[src/rtl/getexp_pkg.sv]
package getexp_pkg;

    localparam int unsigned DEF_EXP_W  = 8;
    localparam int unsigned DEF_FRAC_W = 23;

    typedef enum logic [2:0] {
        OPK_ZERO,
        OPK_SUBN,
        OPK_NORM,
        OPK_INF,
        OPK_QNAN,
        OPK_SNAN
    } opkind_e;

endpackage

[src/rtl/getexp_msb.sv]
module getexp_msb #(
    parameter int unsigned W     = 23,
    localparam int unsigned IDX_W = (W > 1) ? $clog2(W) : 1
) (
    input  logic [W-1:0]     vec_i,
    output logic [IDX_W-1:0] idx_o,
    output logic             any_o
);

    // Walk upward so the highest set bit is the one that remains.
    always_comb begin
        idx_o = '0;
        any_o = 1'b0;
        for (int i = 0; i < int'(W); i++) begin
            if (vec_i[i]) begin
                idx_o = IDX_W'(i);
                any_o = 1'b1;
            end
        end
    end

endmodule

[src/rtl/getexp_classify.sv]
module getexp_classify #(
    parameter int unsigned EXP_W  = getexp_pkg::DEF_EXP_W,
    parameter int unsigned FRAC_W = getexp_pkg::DEF_FRAC_W,
    localparam int unsigned WORD_W = 1 + EXP_W + FRAC_W
) (
    input  logic [WORD_W-2:0]    mag_i,
    output getexp_pkg::opkind_e  kind_o
);

    logic [EXP_W-1:0]  exp_f;
    logic [FRAC_W-1:0] frac_f;
    logic              exp_ones;
    logic              exp_zero;
    logic              frac_zero;

    assign exp_f     = mag_i[WORD_W-2 -: EXP_W];
    assign frac_f    = mag_i[FRAC_W-1:0];
    assign exp_ones  = &exp_f;
    assign exp_zero  = ~|exp_f;
    assign frac_zero = ~|frac_f;

    always_comb begin
        if (exp_zero) begin
            kind_o = frac_zero ? getexp_pkg::OPK_ZERO : getexp_pkg::OPK_SUBN;
        end else if (exp_ones) begin
            if (frac_zero)
                kind_o = getexp_pkg::OPK_INF;
            else if (frac_f[FRAC_W-1])
                kind_o = getexp_pkg::OPK_QNAN;
            else
                kind_o = getexp_pkg::OPK_SNAN;
        end else begin
            kind_o = getexp_pkg::OPK_NORM;
        end
    end

endmodule

[src/rtl/getexp_int2fp.sv]
module getexp_int2fp #(
    parameter int unsigned INT_W  = 10,
    parameter int unsigned EXP_W  = getexp_pkg::DEF_EXP_W,
    parameter int unsigned FRAC_W = getexp_pkg::DEF_FRAC_W,
    localparam int unsigned WORD_W = 1 + EXP_W + FRAC_W,
    localparam int unsigned BIAS   = (1 << (EXP_W - 1)) - 1,
    localparam int unsigned IDX_W  = $clog2(INT_W),
    localparam int unsigned SH_W   = $clog2(FRAC_W + 1)
) (
    input  logic [INT_W-1:0]  val_i,
    output logic [WORD_W-1:0] fp_o
);

    logic              neg;
    logic [INT_W-1:0]  mag;
    logic [IDX_W-1:0]  top_idx;
    logic              nonzero;
    logic [SH_W-1:0]   shamt;
    logic [FRAC_W:0]   aligned;
    logic [EXP_W-1:0]  exp_field;

    assign neg = val_i[INT_W-1];
    assign mag = neg ? (~val_i + 1'b1) : val_i;

    getexp_msb #(.W(INT_W)) u_msb (
        .vec_i (mag),
        .idx_o (top_idx),
        .any_o (nonzero)
    );

    // The magnitude is narrower than the significand, so the shift is exact.
    assign shamt     = SH_W'(FRAC_W) - SH_W'(top_idx);
    assign aligned   = {{(FRAC_W + 1 - INT_W){1'b0}}, mag} << shamt;
    assign exp_field = EXP_W'(BIAS) + EXP_W'(top_idx);

    always_comb begin
        if (nonzero)
            fp_o = {neg, exp_field, aligned[FRAC_W-1:0]};
        else
            fp_o = '0;
    end

endmodule

[src/rtl/getexp_unit.sv]
module getexp_unit #(
    parameter int unsigned EXP_W  = getexp_pkg::DEF_EXP_W,
    parameter int unsigned FRAC_W = getexp_pkg::DEF_FRAC_W,
    localparam int unsigned WORD_W  = 1 + EXP_W + FRAC_W,
    localparam int unsigned INT_W   = EXP_W + 2,
    localparam int unsigned BIAS    = (1 << (EXP_W - 1)) - 1,
    localparam int unsigned SUB_OFS = BIAS - 1 + FRAC_W,
    localparam int unsigned FIDX_W  = $clog2(FRAC_W)
) (
    input  logic              clk,
    input  logic              rst_n,
    input  logic              op_valid_i,
    input  logic [WORD_W-1:0] op_i,
    output logic              res_valid_o,
    output logic [WORD_W-1:0] res_o,
    output logic              flag_invalid_o,
    output logic              flag_denorm_o
);

    localparam logic [WORD_W-1:0] POS_INF = {1'b0, {EXP_W{1'b1}}, {FRAC_W{1'b0}}};
    localparam logic [WORD_W-1:0] NEG_INF = {1'b1, {EXP_W{1'b1}}, {FRAC_W{1'b0}}};

    typedef struct packed {
        logic              valid;
        logic [WORD_W-1:0] res;
        logic              inv;
        logic              den;
    } stage_t;

    stage_t stage_d, stage_q;

    getexp_pkg::opkind_e kind;
    logic [FIDX_W-1:0]   lead_idx;
    logic                lead_any;
    logic [INT_W-1:0]    int_exp;
    logic [WORD_W-1:0]   int_fp;
    logic [EXP_W-1:0]    exp_f;
    logic [FRAC_W-1:0]   frac_f;

    assign exp_f  = op_i[WORD_W-2 -: EXP_W];
    assign frac_f = op_i[FRAC_W-1:0];

    getexp_classify #(.EXP_W(EXP_W), .FRAC_W(FRAC_W)) u_cls (
        .mag_i  (op_i[WORD_W-2:0]),
        .kind_o (kind)
    );

    getexp_msb #(.W(FRAC_W)) u_lead (
        .vec_i (frac_f),
        .idx_o (lead_idx),
        .any_o (lead_any)
    );

    // Integer exponent in two's complement; only numeric kinds use it.
    always_comb begin
        if (kind == getexp_pkg::OPK_SUBN)
            int_exp = INT_W'(lead_idx) - INT_W'(SUB_OFS);
        else if (kind == getexp_pkg::OPK_NORM)
            int_exp = INT_W'(exp_f) - INT_W'(BIAS);
        else
            int_exp = '0;
    end

    getexp_int2fp #(.INT_W(INT_W), .EXP_W(EXP_W), .FRAC_W(FRAC_W)) u_cvt (
        .val_i (int_exp),
        .fp_o  (int_fp)
    );

    always_comb begin
        stage_d       = stage_q;
        stage_d.valid = op_valid_i;
        if (op_valid_i) begin
            stage_d.inv = 1'b0;
            stage_d.den = 1'b0;
            unique case (kind)
                getexp_pkg::OPK_ZERO: stage_d.res = NEG_INF;
                getexp_pkg::OPK_INF:  stage_d.res = POS_INF;
                getexp_pkg::OPK_QNAN: stage_d.res = op_i;
                getexp_pkg::OPK_SNAN: begin
                    stage_d.res = op_i | WORD_W'(1) << (FRAC_W - 1);
                    stage_d.inv = 1'b1;
                end
                getexp_pkg::OPK_SUBN: begin
                    stage_d.res = int_fp;
                    stage_d.den = lead_any;
                end
                default:              stage_d.res = int_fp;
            endcase
        end
    end

    always_ff @(posedge clk or negedge rst_n) begin
        if (!rst_n)
            stage_q <= '0;
        else
            stage_q <= stage_d;
    end

    assign res_valid_o    = stage_q.valid;
    assign res_o          = stage_q.res;
    assign flag_invalid_o = stage_q.inv;
    assign flag_denorm_o  = stage_q.den;

    // Assertions
    p_latency_r1: assert property (@(posedge clk) disable iff (!rst_n)
        op_valid_i |=> res_valid_o);
    p_idle_r1: assert property (@(posedge clk) disable iff (!rst_n)
        !op_valid_i |=> !res_valid_o);
    p_hold_r10: assert property (@(posedge clk) disable iff (!rst_n)
        !op_valid_i |=> ($stable(res_o) && $stable(flag_invalid_o) && $stable(flag_denorm_o)));
    p_inf_r6: assert property (@(posedge clk) disable iff (!rst_n)
        (op_valid_i && (&exp_f) && !(|frac_f)) |=> (res_o == POS_INF));
    p_zero_r7: assert property (@(posedge clk) disable iff (!rst_n)
        (op_valid_i && !(|op_i[WORD_W-2:0])) |=> (res_o == NEG_INF));
    p_quiet_r5: assert property (@(posedge clk) disable iff (!rst_n)
        (op_valid_i && (&exp_f) && (|frac_f)) |=> (res_o[FRAC_W-1] && (&res_o[WORD_W-2 -: EXP_W])));
    p_inv_only_nan_r8: assert property (@(posedge clk) disable iff (!rst_n)
        (op_valid_i && !(&exp_f)) |=> !flag_invalid_o);
    p_den_r9: assert property (@(posedge clk) disable iff (!rst_n)
        (op_valid_i && !(|exp_f) && (|frac_f)) |=> flag_denorm_o);
    p_flags_excl_r9: assert property (@(posedge clk) disable iff (!rst_n)
        res_valid_o |-> !(flag_invalid_o && flag_denorm_o));

endmodule

[config.mk]
export PLATFORM = sky130hd
export DESIGN_NAME = getexp_unit
export DESIGN_NICKNAME = d
export VERILOG_FILES = /design/src/rtl/getexp_pkg.sv /design/src/rtl/getexp_msb.sv /design/src/rtl/getexp_classify.sv /design/src/rtl/getexp_int2fp.sv /design/src/rtl/getexp_unit.sv
export SDC_FILE = /design/constraint.sdc
export NUM_CORES = 1
export LEC_CHECK = 0
export ABC_AREA = 1
export CORE_MARGIN = 1.5
export CORE_UTILIZATION = 53
export DETAILED_ROUTE_END_ITERATION = 12
export DONT_BUFFER_PORTS = 1
export PLACE_DENSITY = 0.76
export SLEW_MARGIN = 20
export SYNTH_ARGS = -nofsm -noshare
export SYNTH_HDL_FRONTEND = slang
export SYNTH_SLANG_ARGS = --single-unit
[constraint.sdc]
create_clock -name clk -period 0.95 [get_ports clk]
set_input_delay 0.095 -clock clk [delete_from_list [all_inputs] [get_ports clk]]
set_output_delay 0.095 -clock clk [all_outputs]
set_load 0.05 [all_outputs]
==> results of run 1 <==
==> kinds of logic after synthesis <==
kind of cell | Yosys count | share of synthesized area, %
and+or+nand+nor | 236 | 42.1
buffers and inverters | 74 | 10.9
AOI/OAI and AO/OA | 52 | 11.7
DFF | 35 | 31.8
adders and majority gates | 6 | 2.73
xor gates and xnor gates | 2 | 0.636
other | 1 | 0.136
==> synth_stat cells <==
cell type      instances
a21o_1                 1
a21oi_1               19
a21oi_2                1
a31o_2                 2
a31oi_1                4
a32o_2                 1
buf_2                  1
buf_4                  1
buf_6                  1
clkbuf_1               5
clkinv_4               1
conb_1                 1
dfrtp_1               35
dlygate4sd1_1          1
ha_1                   6
inv_1                 52
inv_2                 12
nand2_1              119
nand2_2               14
nand2_4                5
nand3_1               31
nand3_2                2
nand3b_1               3
nand4_1                6
nand4_2                1
nor2_1                33
nor2_2                 6
nor2_4                 3
nor2_8                 1
nor3_1                 2
nor3_4                 2
nor4_2                 2
o21ai_0                8
o21ai_1                2
o21ai_2                2
o22ai_1                1
o31ai_1               11
or2_0                  1
or2_2                  5
xor2_1                 2
==> what timing repair did <==
action,4_1_cts
hold buffers,7
endpoints found under the hold margin,56
setup endpoints to repair,66
gates resized for setup,115
setup buffers,41
pin swaps,20
==> metrics by stage <==
| step | TNS [ns] | worst slack (ns) | area (µm²) | utilization, % |
|---|---|---|---|---|
| after CTS | -39.11 | -2.14 | 4760 | 94.5 |
| after floorplan | -34.69 | -2.13 | 2940 | - |
| after global placement | -42.30 | -2.33 | 3840 | 76.2 |
| after detailed placement | -44.08 | -2.47 | 3840 | 76.2 |
==> key figures, run 1 <==
Placement
  • Gpl congestion: 0.929
  • DP HPWL: 6.38 mm
  • Placed cell count: 582
  • Buffers added on ports: 0

Yosys
  • Synth warn: 0
  • Cell variety after synth: 40
  • Top-area cell type share of the netlist area: 31.8%
  • Sequential fraction of the synthesis area: between 30% and 40%
  • Mapped cell area: 2750 µm²
  • Yosys reg bits: 35
  • Mapped Cells: 406
  • Synth Net Count: 447
  • Largest area contributor in the netlist: dfrtp_1
  • Mapped Avg Cell Area: 6.78 µm²
  • Synth area leaders: dfrtp_1 (32%), nand2_1 (16%), inv_1 (7.1%), nand3_1 (5.6%), nor2_1 (4.5%)

STA
  • Post-GRT worst EP: res_o[26]$_DFFE_PN0P_/D
  • Worst_ep kind: register input

Clocking
  • Clock Path Buffers: 2
  • H-Tree Depth: 2
  • Sink Count: 35
  • Clk root buf: clkbuf_8
  • TritonCTS buffer count: 5

Floorplanning
  • Die width: 75.1 µm
  • Num rows: 26
  • Die height: 75.1 µm
  • Initial Util: 54.6%
  • # IOs: 70

Status
  • First error: [ERROR DPL-0038] Utilization greater than 100%, impossible to legalize
  • Status: stopped before the end
  • Exit stage: global routing (5_1_grt)

Global route
  • Largest net degree at the start of global routing: 36
==> run 2, diff against run 1 <==
--- a/config.mk
+++ b/config.mk
@@ -7,10 +7,10 @@
 export LEC_CHECK = 0
 export ABC_AREA = 1
 export CORE_MARGIN = 1.5
-export CORE_UTILIZATION = 53
+export CORE_UTILIZATION = 38
 export DETAILED_ROUTE_END_ITERATION = 12
 export DONT_BUFFER_PORTS = 1
-export PLACE_DENSITY = 0.76
+export PLACE_DENSITY_LB_ADDON = 0.15
 export SLEW_MARGIN = 20
 export SYNTH_ARGS = -nofsm -noshare
 export SYNTH_HDL_FRONTEND = slang
==> key figures, run 2 <==
Floorplanning
  • # IOs: 70
  • Core box area: 6910 µm²
  • Initial Util: 39.9%
  • Die height: 88.1 µm
  • Num rows: 30
  • Die area: 7760 µm²
  • Die width: 88.1 µm

Yosys
  • Largest area contributor in the netlist: dfrtp_1
  • Share of flip-flops with an asynchronous set or reset: 100%
  • Synth cell count leaders: nand2_1 (119), inv_1 (52), dfrtp_1 (35), nor2_1 (33), nand3_1 (31)
  • Post-synth EDFFs: 0
  • Synth area leaders: dfrtp_1 (32%), nand2_1 (16%), inv_1 (7.1%), nand3_1 (5.6%), nor2_1 (4.5%)
  • Mapped Cells: between 400 and 500
  • Synth Net Count: 447
  • Yosys reg bits: 35
  • Mapped cell area: 2750 µm²
  • Cell variety after synth: 40
  • Mapped Avg Cell Area: between 6 and 7 µm²
  • Top_reg_cell synth: dfrtp_1
  • Sequential fraction of the synthesis area: 31.8%
  • Synth warn: 0
  • Most common cell in the netlist: nand2_1
  • Top-area cell type share of the netlist area: 31.8%

Route
  • Vias per std cell: 4.99
  • First drt pass iteration count: 4
  • DRC: 0
  • Final wirelength: 9.92 mm
  • DR WL/cell: 14.9 µm
  • Final ANT Viol Nets: 0
  • Drt initial violations: 143
  • Via count: 3329

Global route
  • GR met2 Demand/Resource: 44.1%
  • Most Used Layer, Global Route: met2
  • Grt total ovfl: 0
  • Met3 usage: 4.05%
  • All-Layer GR Usage: 24.7%
  • Vias in the first global route: 3284
  • Met1 usage: 30.2%
  • Largest net degree at the start of global routing: 36
  • Global-route wire length before repair: 14.9 mm
  • Initial antenna violation count: 0

Cells and area
  • Nets@finish: 611
  • Most frequent cells in the layout: buf_4 (97), nand2_1 (90), buf_6 (49)
  • Layout cells sized above 1: 56.4%
  • Most common cell after layout, fill and taps aside: buf_4
  • Multi-input gate area: approximately 2200 µm²
  • Largest register FFs: 32
  • Fill cells: 479
  • Register area: 876 µm²
  • ANT cells: 0
  • Layout area overhead: 87.6%

Critical path
  • RR Startpoint: res_o[9]
  • Worst EP arrival: 3.36 ns
  • R2R Setup Slk: 0.06 ns
  • Worst path top cell family by delay: simple AND/OR/NAND/NOR gates
  • Crit path buf inv count: 6
  • CP max stage cell: ha_2
  • Most used cell, CP: nand2_1
  • Worst EP required: 1.15 ns
  • Setup crit end kind: register
  • Critical Path Max Stage Delay: 0.24 ns
  • Crit start category: primary input
  • Critical R2R Capture: res_o[9]
  • Crit Path Max Fanout: 5
  • Cells on worst reg2reg path: 4
  • Crit Path Category: primary input to register

Clocking
  • Worst-path clk slew: 0.08 ns
  • H-Tree Depth: 2
  • Clk root buf: clkbuf_8
  • TritonCTS buffer count: 5
  • Sink Count: 35
  • Clock Path Buffers: 2
  • Clock latency on the worst-skew pair: 0.29 ns
  • CTS tree: done

STA
  • Hold Slack: -0.00353 ns
  • Period utilization: 333%
  • Worst slew pin tran: 0.976 ns
  • Worst setup margin: -2.21 ns
  • Fmax: 0.316 GHz
  • Hold violation count in the final report: 1
  • Period minus WS final: 3.16 ns
  • RSZ-0062 raised after global routing: yes
  • Final setup viols: 47
  • Max-Slew Margin vs Limit: 34.9%
  • Clock Skew: 0 ns
  • Pins over their slew limit: 0

Placement
  • Buffers added on ports: 0
  • DP HPWL: 6.41 mm
  • Gpl congestion: roughly 0.8

Status
  • Status: complete, but fails checks
  • Failing checks: hold timing, setup timing

Power
  • P per Cell Area: 1080 nW/µm²
  • Leakage Power: around 2.6 nW
  • Design Power: 0.00556 W
  • Max IR drop VDD: between 0.5 and 0.6 mV

Worst hold path
  • Hold depth: 2
  • Min-Delay Path Class: primary input to register
  • HP Start: op_i[17]
  • Min-Delay Endpoint: res_o[17]

Run
  • Number of max-cap violations: 0
run 2: stage by stage:
step / instance area [µm²] / setup WS, ns / TNS, ns / instances / util (%)
final: 5160 / -2.21 / -36.01 / 667 / 74.8
after detailed placement: 3910 / -2.48 / -44.13 / 612 / 56.5
after global placement: 3910 / -2.44 / -44.03 / 612 / 56.5
after CTS: 4740 / -2.07 / -38.42 / 660 / 68.7
after global routing: 5160 / -2.53 / -42.40 / 667 / 74.8
after floorplan: 2940 / -2.13 / -34.69 / 406 / -
run 2: worst max-delay path by stage:
stage                       start  slack [ns]  cells past startpoint         to
after floorplan           op_i[2]       -2.13                     41  res_o[25]
after global placement    op_i[2]       -2.44                     42  res_o[21]
after detailed placement  op_i[2]       -2.48                     42  res_o[22]
after CTS                 op_i[2]       -2.07                     42  res_o[21]
after global routing      op_i[2]       -2.53                     42  res_o[25]
final                     op_i[2]       -2.21                     43  res_o[21]
run 2: routing by layer:
layer  vias to the layer above  share of wire, %
met5                         -                 0
li1                       1621                 -
met3                        28               6.2
met1                      1579                39
met4                         0               3.3
met2                       101                51
run 2: worst register-to-register path: cells and delay by family, from the launching register on:
family,cells,cell delay (ns)
AO/OA/AOI/OAI,1,0.06
flip-flops,1,0.39
buffers and inverters,2,0.26
AND/OR/NAND/NOR,1,0.07
run 2: area by class of cell:
| class | instances | area share (%) |
|---|---|---|
| clock buffer | 5 | 1.33 |
| clock inverter | 3 | 0.848 |
| inverter | 65 | 6.01 |
| multi-input combinational | 297 | 42.5 |
| sequential | 35 | 17.0 |
| tap | 96 | 2.33 |
| timing repair buffer | 166 | 30.1 |
run 2: timing repair:
action,CTS,global route
endpoints found under the hold margin,57,0
hold buffers,13,0
setup buffers,31,20
cloned,0,0
setup endpoints to repair,69,69
pin swaps,20,42
resized for setup,107,96
run 2: cell families after synthesis:
group,after synthesis,synth area share (%)
other cells,1,0.136
fa+ha+maj,6,2.73
flops,35,31.8
simple gates,236,42.1
compound gates,52,11.7
buf+inv,74,10.9
xor+xnor,2,0.636
run 2: power breakdown:
group / switching, W / leakage, nW / internal, W
clock: 0.000602 / 0.0581 / 0.000781
sequential: 0.0000815 / 0.440 / 0.00159
combinational: 0.00144 / 2.09 / 0.00106
(Power assumes the default switching activity.)
==> run 3, diff against run 2 <==
--- a/config.mk
+++ b/config.mk
@@ -6,6 +6,8 @@
 export NUM_CORES = 1
 export LEC_CHECK = 0
 export ABC_AREA = 1
+export CELL_PAD_IN_SITES_DETAIL_PLACEMENT = 0
+export CELL_PAD_IN_SITES_GLOBAL_PLACEMENT = 1
 export CORE_MARGIN = 1.5
 export CORE_UTILIZATION = 38
 export DETAILED_ROUTE_END_ITERATION = 12
==> key figures, run 3 (same netlist as run 2, synthesis figures left out) <==
Critical path
  • Worst path top cell family by delay: simple AND/OR/NAND/NOR gates
  • Cells on worst reg2reg path: 3
  • Critical Path Max Stage Delay: 0.22 ns
  • Worst Setup SP: op_i[2]
  • Worst EP arrival: roughly 3.2 ns
  • Setup crit end kind: register
  • R2R Setup Slk: approximately 0.050 ns
  • Crit start category: primary input
  • Crit Path Category: primary input to register
  • Crit path buf inv count: 5
  • Critical R2R Capture: res_o[22]
  • Most used cell, CP: nand2_1
  • Crit Path Max Fanout: 7
  • Crit path to: res_o[22]
  • RR Startpoint: res_o[22]
  • CP max stage cell: or2_1
  • CP Depth: 42
  • Worst EP required: between 1 and 1.5 ns

Cells and area
  • ANT cells: 0
  • Layout area overhead: 79.6%
  • Most frequent cells in the layout: nand2_1 (96), buf_4 (92), buf_6 (46)
  • Largest register FFs: 32
  • Most common cell after layout, fill and taps aside: nand2_1
  • Nets@finish: 606
  • Layout cells sized above 1: 52.1%
  • Final instance area: 4940 µm²

Power
  • Max IR drop VDD: 0.517 mV
  • Flop pwr share: 31.4%
  • Leakage Power: 2.52 nW
  • Combinational Power Share: 43.3%
  • P_int: between 0.003 and 0.004 W
  • P per Cell Area: 1080 nW/µm²
  • Clock Power Share: 25.4%
  • Switch share: a little under two fifths
  • Net Sw Power: roughly 0.0020 W

Floorplanning
  • Initial Util: approximately two fifths
  • Die width: about 88 µm
  • # IOs: 70
  • Num rows: 30
  • Core box area: 6910 µm²
  • Die height: 88.1 µm
  • Die area: 7760 µm²

STA
  • Hold violation count in the final report: 2
  • Fmax: 0.333 GHz
  • Worst slew pin tran: 0.851 ns
  • Worst setup margin: -2.05 ns
  • Max-Slew Margin vs Limit: 43.1%
  • Final setup viols: 41
  • Pins over their slew limit: 0
  • Setup TNS: -36.43 ns
  • Hold Slack: -0.0178 ns
  • RSZ-0062 raised after global routing: yes
  • Period minus WS final: 3.00 ns
  • Clock Skew: 0 ns
  • Period utilization: 316%

Placement
  • Buffers added on ports: 0
  • Placed cell areas: 3840 µm²
  • DP HPWL: 6.32 mm
  • Gpl congestion: 0.847

Global route
  • Largest net degree at the start of global routing: 36
  • Initial antenna violation count: 0
  • Vias in the first global route: around 2900
  • All-Layer GR Usage: 22.5%
  • Grt total ovfl: 0
  • Global-route wire length before repair: 13.5 mm

Clocking
  • TritonCTS buffer count: 5
  • H-Tree Depth: 2
  • CTS tree: done
  • Clock latency on the worst-skew pair: between 0.2 and 0.3 ns
  • Worst-path clk slew: 0.08 ns
  • Clk root buf: clkbuf_8
  • Clock Path Buffers: 2
  • Sink Count: 35

Route
  • DRC: 0
  • Final ANT Viol Nets: 0
  • Final wirelength: just over 9 mm
  • Vias per std cell: roughly 4.8
  • Drt initial violations: a little under 80
  • First drt pass iteration count: 4
  • Via count: 3161
  • DR WL/cell: 14.0 µm

Worst hold path
  • Hold depth: 2
  • Min-Delay Path Class: primary input to register

Status
  • Status: complete, but fails checks
  • Failing checks: hold timing, setup timing

Run
  • Number of max-cap violations: 0
## run 3: cell types whose count changed in the layout (fill, tap and decap cells not counted), moves of 4 or more
cell,change
nand2_4,-7
nand2_1,+6
a21oi_1,+5
a21oi_2,-5
buf_4,-5
nor2_4,-5
nor2_2,+4
o31ai_4,-4
## run 3: stage by stage
| stage | power, W | hold slack [ns] | setup slack (ns) | utilization, % | std cells |
|---|---|---|---|---|---|
| 2_1_floorplan | 0.00288 | -0.201 | -2.13 | - | 406 |
| 4_1_cts | 0.00515 | -0.180 | -2.04 | 64.6 | 638 |
| 5_1_grt | 0.00563 | 0.000599 | -2.45 | 71.6 | 662 |
| 3_3_place_gp | 0.00344 | -0.200 | -2.35 | 55.7 | 604 |
| 3_5_place_dp | 0.00347 | -0.200 | -2.41 | 55.7 | 604 |
| 6_report | 0.00535 | -0.0178 | -2.05 | 71.6 | 662 |
## run 3: final cells by class
| class | instances | area [µm²] |
|---|---|---|
| Multi-Input combinational cell | 297 | 2030 |
| Inverter | 65 | 285 |
| Clock buffer | 5 | 68.8 |
| Tap cell | 96 | 120 |
| Clock inverter | 3 | 43.8 |
| Fill cell | 566 | 1960 |
| Timing Repair Buffer | 161 | 1520 |
| Sequential cell | 35 | 876 |
## run 3: per-layer routing
metal | vias up | part of all wire [%] | wire length [µm] | GRT usage, %
li1 | 1606 | - | - | -
met1 | 1468 | 42 | 3880 | 28.4
met2 | 72 | 50 | 4620 | 37.6
met3 | 15 | 6.2 | 572 | 5.75
met4 | 0 | 2.0 | 182 | 7.10
met5 | - | 0 | 0 | 0
## run 3: power by group through the flow
stage,registers [W],clock network (W),logic (W)
after floorplan,0.00205,0,0.000832
after global placement,0.00168,0,0.00176
after detailed placement,0.00169,0,0.00178
after CTS,0.00168,0.00138,0.00210
after global routing,0.00169,0.00144,0.00249
final,0.00168,0.00136,0.00232
## run 3: what timing repair did
item	CTS	global route
pin swaps	18	31
endpoints found under the setup margin	68	68
hold endpoints to repair	58	19
gates resized for setup	77	58
buffers inserted	21	20
gates cloned	0	1
hold buffers	7	6
## run 3: worst min path at each step
stage	from	slack, ns	to
after floorplan	rst_n	-0.20	flag_denorm_o
after global placement	rst_n	-0.20	res_o[2]
after detailed placement	rst_n	-0.20	res_o[8]
after CTS	op_valid_i	-0.18	res_valid_o
after global routing	op_valid_i	0.0006	res_o[23]
final	op_valid_i	-0.02	res_o[23]
